**src/rtl/etc_pkg.sv**
```systemverilog
package etc_pkg;
   localparam logic [1:0] A_CFG    = 2'd0;
   localparam logic [1:0] A_CMP_LO = 2'd1;
   localparam logic [1:0] A_CMP_HI = 2'd2;
   localparam logic [1:0] A_STAT   = 2'd3;

   localparam int B_EN      = 0;
   localparam int B_PER     = 1;
   localparam int B_M32     = 2;
   localparam int B_LVL     = 3;
   localparam int B_CAP_PER = 4;
   localparam int B_CAP64   = 5;
   localparam int B_ROUTE   = 8;
   localparam int B_CAP_MSG = 15;

   typedef struct packed {
      logic en;
      logic per;
      logic m32;
      logic lvl;
   } chan_cfg_t;
endpackage

```
**src/rtl/etc_regs.sv**
```systemverilog
module etc_regs
   import etc_pkg::*;
#(
   parameter int DW      = 32,
   parameter int ROUTE_W = 5,
   parameter bit HAS_64  = 1'b1,
   parameter bit HAS_PER = 1'b1
) (
   input  logic               clk,
   input  logic               rst_n,
   input  logic               wr_en_i,
   input  logic [1:0]         addr_i,
   input  logic [DW-1:0]      wdata_i,
   input  logic               adv_i,
   output chan_cfg_t          cfg_o,
   output logic [ROUTE_W-1:0] route_o,
   output logic [2*DW-1:0]    cmp_o,
   output logic [2*DW-1:0]    per_o,
   output logic               cmp_wr_o,
   output logic [DW-1:0]      cfg_word_o
);
   localparam int CW = 2 * DW;

   logic               cfg_wr, lo_wr, hi_wr;
   logic               en_q, lvl_q;
   logic [ROUTE_W-1:0] route_q;
   logic [CW-1:0]      cmp_q, per_q, adv_val;
   logic               per_bit, m32_bit;

   assign cfg_wr   = wr_en_i && (addr_i == A_CFG);
   assign lo_wr    = wr_en_i && (addr_i == A_CMP_LO);
   assign hi_wr    = wr_en_i && (addr_i == A_CMP_HI);
   assign cmp_wr_o = lo_wr || hi_wr;

   always_ff @(posedge clk or negedge rst_n) begin
      if (!rst_n) begin
         en_q    <= 1'b0;
         lvl_q   <= 1'b0;
         route_q <= '0;
      end else if (cfg_wr) begin
         en_q    <= wdata_i[B_EN];
         lvl_q   <= wdata_i[B_LVL];
         route_q <= wdata_i[B_ROUTE +: ROUTE_W];
      end
   end

   generate
      if (HAS_PER) begin : g_per
         logic per_q_bit;
         always_ff @(posedge clk or negedge rst_n) begin
            if (!rst_n)      per_q_bit <= 1'b0;
            else if (cfg_wr) per_q_bit <= wdata_i[B_PER];
         end
         assign per_bit = per_q_bit;
      end else begin : g_no_per
         assign per_bit = 1'b0;
      end

      if (HAS_64) begin : g_w64
         logic m32_q;
         always_ff @(posedge clk or negedge rst_n) begin
            if (!rst_n)      m32_q <= 1'b0;
            else if (cfg_wr) m32_q <= wdata_i[B_M32];
         end
         assign m32_bit = m32_q;
      end else begin : g_w32
         assign m32_bit = 1'b1;
      end
   endgenerate

   assign cfg_o.en  = en_q;
   assign cfg_o.per = per_bit;
   assign cfg_o.m32 = m32_bit;
   assign cfg_o.lvl = lvl_q;

   assign adv_val = m32_bit ? {cmp_q[CW-1:DW], cmp_q[DW-1:0] + per_q[DW-1:0]}
                            : cmp_q + per_q;

   always_ff @(posedge clk or negedge rst_n) begin
      if (!rst_n) begin
         cmp_q <= '1;
         per_q <= '0;
      end else if (lo_wr) begin
         cmp_q[DW-1:0] <= wdata_i;
         per_q[DW-1:0] <= wdata_i;
      end else if (hi_wr) begin
         cmp_q[CW-1:DW] <= wdata_i;
         per_q[CW-1:DW] <= wdata_i;
      end else if (adv_i) begin
         cmp_q <= adv_val;
      end
   end

   always_comb begin
      cfg_word_o                       = '0;
      cfg_word_o[B_EN]                 = en_q;
      cfg_word_o[B_PER]                = per_bit;
      cfg_word_o[B_M32]                = m32_bit;
      cfg_word_o[B_LVL]                = lvl_q;
      cfg_word_o[B_CAP_PER]            = HAS_PER;
      cfg_word_o[B_CAP64]              = HAS_64;
      cfg_word_o[B_CAP_MSG]            = 1'b0;
      cfg_word_o[B_ROUTE +: ROUTE_W]   = route_q;
   end

   assign route_o = route_q;
   assign cmp_o   = cmp_q;
   assign per_o   = per_q;
endmodule

```
**src/rtl/etc_match.sv**
```systemverilog
module etc_match #(
   parameter int DW = 32
) (
   input  logic            clk,
   input  logic            rst_n,
   input  logic [2*DW-1:0] cnt_i,
   input  logic [2*DW-1:0] cmp_i,
   input  logic [2*DW-1:0] per_i,
   input  logic            m32_i,
   input  logic            periodic_i,
   input  logic            cmp_wr_i,
   output logic            evt_o,
   output logic            adv_o,
   output logic            wrap_seen_o
);
   localparam int CW = 2 * DW;

   logic [CW-1:0] prev_q;
   logic          wrap_seen_q;
   logic          moved, equal, match, wrap, per_nz;

   always_ff @(posedge clk or negedge rst_n) begin
      if (!rst_n) prev_q <= '0;
      else        prev_q <= cnt_i;
   end

   assign moved  = (cnt_i != prev_q);
   assign equal  = m32_i ? (cnt_i[DW-1:0] == cmp_i[DW-1:0]) : (cnt_i == cmp_i);
   assign match  = moved && equal;
   assign per_nz = m32_i ? (|per_i[DW-1:0]) : (|per_i);

   assign wrap = m32_i && !periodic_i && !wrap_seen_q
              && (&prev_q[DW-1:0]) && (cnt_i[DW-1:0] == '0);

   always_ff @(posedge clk or negedge rst_n) begin
      if (!rst_n)        wrap_seen_q <= 1'b0;
      else if (cmp_wr_i) wrap_seen_q <= 1'b0;
      else if (wrap)     wrap_seen_q <= 1'b1;
   end

   assign evt_o       = match || wrap;
   assign adv_o       = match && periodic_i && per_nz;
   assign wrap_seen_o = wrap_seen_q;
endmodule

```
**src/rtl/etc_irq.sv**
```systemverilog
module etc_irq (
   input  logic clk,
   input  logic rst_n,
   input  logic evt_i,
   input  logic en_i,
   input  logic glb_en_i,
   input  logic lvl_i,
   input  logic clr_i,
   output logic fire_o,
   output logic irq_o,
   output logic status_o
);
   logic status_q, pulse_q;

   assign fire_o = evt_i && en_i && glb_en_i;

   always_ff @(posedge clk or negedge rst_n) begin
      if (!rst_n) begin
         status_q <= 1'b0;
         pulse_q  <= 1'b0;
      end else begin
         pulse_q <= fire_o && !lvl_i;
         if (fire_o && lvl_i) status_q <= 1'b1;
         else if (clr_i)      status_q <= 1'b0;
      end
   end

   assign irq_o    = lvl_i ? status_q : pulse_q;
   assign status_o = status_q;
endmodule

```
**src/rtl/event_timer_channel.sv**
```systemverilog
module event_timer_channel
   import etc_pkg::*;
#(
   parameter int DW      = 32,
   parameter int ROUTE_W = 5,
   parameter bit HAS_64  = 1'b1,
   parameter bit HAS_PER = 1'b1
) (
   input  logic               clk,
   input  logic               rst_n,
   input  logic [2*DW-1:0]    cnt_i,
   input  logic               glb_en_i,
   input  logic               wr_en_i,
   input  logic               rd_en_i,
   input  logic [1:0]         addr_i,
   input  logic [DW-1:0]      wdata_i,
   output logic [DW-1:0]      rdata_o,
   output logic               irq_o,
   output logic               status_o,
   output logic [ROUTE_W-1:0] route_o
);
   localparam int CW = 2 * DW;

   generate
      if (DW != 32) begin : g_bad_dw
         $error("event_timer_channel: DW must be 32");
      end
      if (ROUTE_W < 1 || ROUTE_W > 7) begin : g_bad_route
         $error("event_timer_channel: ROUTE_W must lie in 1..7");
      end
   endgenerate

   chan_cfg_t     cfg;
   logic [CW-1:0] cmp, per;
   logic          cmp_wr, adv, evt, wrap_seen, fire, clr;
   logic [DW-1:0] cfg_word, rd_mux, rdata_q;

   etc_regs #(
      .DW(DW), .ROUTE_W(ROUTE_W), .HAS_64(HAS_64), .HAS_PER(HAS_PER)
   ) u_regs (
      .clk(clk), .rst_n(rst_n), .wr_en_i(wr_en_i), .addr_i(addr_i),
      .wdata_i(wdata_i), .adv_i(adv), .cfg_o(cfg), .route_o(route_o),
      .cmp_o(cmp), .per_o(per), .cmp_wr_o(cmp_wr), .cfg_word_o(cfg_word)
   );

   etc_match #(.DW(DW)) u_match (
      .clk(clk), .rst_n(rst_n), .cnt_i(cnt_i), .cmp_i(cmp), .per_i(per),
      .m32_i(cfg.m32), .periodic_i(cfg.per), .cmp_wr_i(cmp_wr),
      .evt_o(evt), .adv_o(adv), .wrap_seen_o(wrap_seen)
   );

   assign clr = wr_en_i && (addr_i == A_STAT) && wdata_i[0];

   etc_irq u_irq (
      .clk(clk), .rst_n(rst_n), .evt_i(evt), .en_i(cfg.en),
      .glb_en_i(glb_en_i), .lvl_i(cfg.lvl), .clr_i(clr),
      .fire_o(fire), .irq_o(irq_o), .status_o(status_o)
   );

   always_comb begin
      case (addr_i)
         A_CFG:    rd_mux = cfg_word;
         A_CMP_LO: rd_mux = cmp[DW-1:0];
         A_CMP_HI: rd_mux = cmp[CW-1:DW];
         default:  rd_mux = {{(DW-1){1'b0}}, status_o};
      endcase
   end

   always_ff @(posedge clk or negedge rst_n) begin
      if (!rst_n)       rdata_q <= '0;
      else if (rd_en_i) rdata_q <= rd_mux;
   end

   assign rdata_o = rdata_q;
endmodule

```
**config.mk**
```make
export PLATFORM = sky130hd
export DESIGN_NAME = event_timer_channel
export DESIGN_NICKNAME = d
export VERILOG_FILES = /design/src/rtl/etc_pkg.sv /design/src/rtl/etc_regs.sv /design/src/rtl/etc_match.sv /design/src/rtl/etc_irq.sv /design/src/rtl/event_timer_channel.sv
export SDC_FILE = /design/constraint.sdc
export NUM_CORES = 1
export LEC_CHECK = 0
export ABC_CLOCK_PERIOD_IN_PS = 3000
export CORE_ASPECT_RATIO = 0.5
export CORE_MARGIN = 2
export CORE_UTILIZATION = 52
export CTS_CLUSTER_DIAMETER = 80
export DETAILED_ROUTE_END_ITERATION = 10
export DONT_BUFFER_PORTS = 1
export HOLD_SLACK_MARGIN = 0.05
export PLACE_DENSITY = 0.7
export RECOVER_POWER = 25
export SLEW_MARGIN = 20
export SYNTH_ARGS = -nofsm -noshare
export SYNTH_HDL_FRONTEND = slang
export SYNTH_HIERARCHICAL = 1
export SYNTH_SLANG_ARGS = --single-unit
```
**constraint.sdc**
```tcl
create_clock -name clk -period 3 [get_ports clk]
set_input_delay 0.6 -clock clk [delete_from_list [all_inputs] [get_ports clk]]
set_output_delay 0.6 -clock clk [all_outputs]
set_load 0.01 [all_outputs]
```
==> qor.yml <==
status: "complete, but fails checks"
violations: "negative hold slack, negative setup slack"
cts-root-buf: "clkbuf_16"
ff2ff_path_depth: 12
area_delta_synth_final_pct: 19.5
cts_tree: "built"
routed_wl_um: 56000
fmax_ghz: 0.312
swShare_pct: 38.0
clkTransAtPathRegs_ns: 0.07
power_mw: 13.3
rows: 43
max-cap-violations: 0
core-area_mm2: 0.0280
finalCritPeriodShare_pct: 107
p_int_mw: 8.22
setup_viol: 15
gp_congestion: 0.976
drive_gt1_share_pct: 23.3
final_cell_mix: "288 x nand2_1, 208 x buf_4, 172 x dfrtp_1"
cts_num_sinks: 236
ir_worst_vdd_mv: 0.436
final-hold-violation-count: 173
grt_max_degree: 237
via_count: 13700
synth_cells: 1674
synth_seq_area_share_pct: 40.1
drt_iter0_markers: 1732
worst_slack_ns: -0.202
grt_pass1_vias: 12900
comb_power_share_pct: 44.1
synth_area_mm2: 0.0149
hold_class: "in2async"
fin_nets: 1999
p_clk_share_pct: 22.9
gr-total-overflow: 0
startpoint_type: "flop"
crit_path_start: "u_regs/per_o[22]"
p_seq_share_pct: 33.0
rsz0062_at_grt: "yes"
synth-edff-count: 0
antenna_found_initial: 4
hpwl_um: 43400
post-route-min-period_ns: 3.20
slew_violations: 0
grt_first_pass_wirelength_um: 81500
fin_hold_ws_ns: -0.250
start_util_pct: 53.4
r2r-end: "u_regs/cmp_o[56]"
clock_latency_ns: 0.54
synth_cell_types: 85
final_common_cell: "nand2_1"
yosys_most_used_dff: "dfrtp_1"
diodes: 0
cp.arrival_ns: 3.66
path_class: "reg2reg"
cellPowerDensity_mw_per_mm2: 743
max_slew_margin_pct: 48.3
worstPathRequired_ns: 3.46
syn_area_per_cell_um2: 8.92
viasPerCell: 6.14
cp-end-kind: "flop"
worst_pin_slew_ns: 0.765
grt_usage_pct: 36.6
p_switching_mw: 5.04
p_leak_nw: 7.97
ios: 142
cts-htree-levels: 1
clk_path_buf_depth: 3
drcViolationCount: 0
r2r_start: "u_regs/per_o[22]"
yosysWarnings: 6
die_h_um: 124
synthArstFlopShare_pct: 100
path_max_fanout: 5
rrSetupSlack_ns: -0.20
ys_seq_elements: 236
wire_per_inst_um: 25.1
drt_first_pass_iters: 6
cts_buffers: 23
ant_nets: 0
die-area_mm2: 0.0302
endpoint: "u_regs/cmp_o[56]"
io_buffers: 0
skew_ns: 0.0163
die_w_um: 244
-- worst min path at each step --
stage,from,endpoint,slack (ns)
finish,rst_n,u_regs/per_o[51],-0.25
detailed placement,rst_n,u_regs/per_o[51],0.31
floorplan,rst_n,rdata_o[0],0.30
global placement,rst_n,u_regs/per_o[53],0.31
global route,rst_n,u_regs/per_o[51],-0.26
CTS,rst_n,u_regs/per_o[51],-0.26
-- worst max-delay path, stage by stage (launching register included) --
cell      delay (ns)
dfrtp_1         0.39
ha_1            0.44
buf_4           0.19
nand4_1         0.19
nor3_1          0.35
buf_4           0.18
o211ai_1        0.22
and2_4          0.25
o31ai_4         0.24
a21oi_4         0.16
o21ai_2         0.21
mux2i_1         0.23
nand2_1         0.07
-- metal layers --
metal / global-route usage, % / up-vias / routed length (um)
li1: - / 6125 / -
met1: 53.4 / 6722 / 24400
met2: 52.6 / 744 / 23000
met3: 11.6 / 91 / 7100
met4: 8.69 / 6 / 1410
met5: 0 / - / 41
-- stage by stage --
stage	instances	area, um^2	setup TNS (ns)	utilization (%)	worst slack, ns
after floorplan	1695	15000	0	-	0.00262
after global placement	2177	16500	-2.21	59.0	-0.211
after detailed placement	2177	16500	-3.50	59.0	-0.319
after CTS	2223	17500	-1.02	62.4	-0.140
after global routing	2230	17800	-3.68	63.8	-0.284
final	2230	17800	-1.77	63.8	-0.202
-- what timing repair did --
item / CTS / global route
endpoints found under the hold margin: 236 / 205
gates resized for setup: 35 / 67
gates cloned: 0 / 0
setup buffers: 5 / 9
pin swaps: 26 / 41
endpoints found under the setup margin: 28 / 39
-- power by group through the flow --
stage	combinational, mW	clock [mW]	sequential (mW)
global placement	5.21	0	4.40
CTS	5.41	3.07	4.36
detailed placement	5.22	0	4.42
floorplan	3.34	0	4.24
global route	6.27	3.18	4.43
finish	5.84	3.03	4.38
-- Yosys cell counts, drive strengths merged (4+ instances only) --
| cell | count | area [um^2] |
|---|---|---|
| a31oi | 44 | 275 |
| o21bai | 21 | 158 |
| and3 | 12 | 80.1 |
| dfrtp | 172 | 4300 |
| nor4 | 38 | 259 |
| or3 | 6 | 37.5 |
| nand2b | 41 | 264 |
| ha | 63 | 788 |
| o211ai | 19 | 148 |
| a21oi | 126 | 646 |
| mux2 | 11 | 124 |
| o2111ai | 10 | 87.6 |
| or2 | 32 | 200 |
| nand4 | 37 | 231 |
| o21a | 8 | 60.1 |
| o22ai | 16 | 100 |
| buf | 55 | 415 |
| xor2 | 59 | 517 |
| nand2 | 293 | 1100 |
| dfstp | 64 | 1680 |
| a21o | 30 | 225 |
| nor2 | 105 | 394 |
| inv | 35 | 131 |
| nand3 | 25 | 125 |
| clkbuf | 53 | 203 |
| xnor2 | 95 | 832 |
| and2 | 11 | 71.3 |
| a211oi | 5 | 37.5 |
| nor2b | 16 | 103 |
| o31ai | 4 | 48.8 |
| o21ai | 59 | 299 |
| mux2i | 41 | 410 |
| nor3 | 13 | 65.1 |
-- state kept, by name, summed over array words and instances (netlist names) --
name,flops
u_regs/g_w64.m32_q,1
u_irq/status_o,1
u_regs/lvl_q,1
u_regs/g_per.per_q_bit,1
u_match/wrap_seen_o,1
rdata_o,32
u_regs/en_q,1
u_regs/route_o,5
u_regs/cmp_o,64
u_match/prev_q,64
u_regs/per_o,64
u_irq/pulse_q,1
-- kinds of logic after synthesis --
| logic type | share of synthesized area (%) |
|---|---|
| adders and majority gates | 5.41 |
| other | 0.0503 |
| buffers and inverters | 5.02 |
| xor gates and xnor gates | 9.04 |
| and+or+nand+nor | 20.7 |
| DFF | 40.1 |
| muxes | 3.58 |
| AOI/OAI and AO/OA | 16.1 |
-- final cells by class --
class | count | area (um^2)
Timing Repair Buffer | 220 | 1750
Fill cell | 2417 | 10100
Multi-Input combinational cell | 1316 | 8740
Clock inverter | 12 | 145
Clock buffer | 29 | 608
Sequential cell | 236 | 5990
Tap cell | 382 | 478
Inverter | 35 | 131
Note: power is estimated with default switching activity, not from simulation.
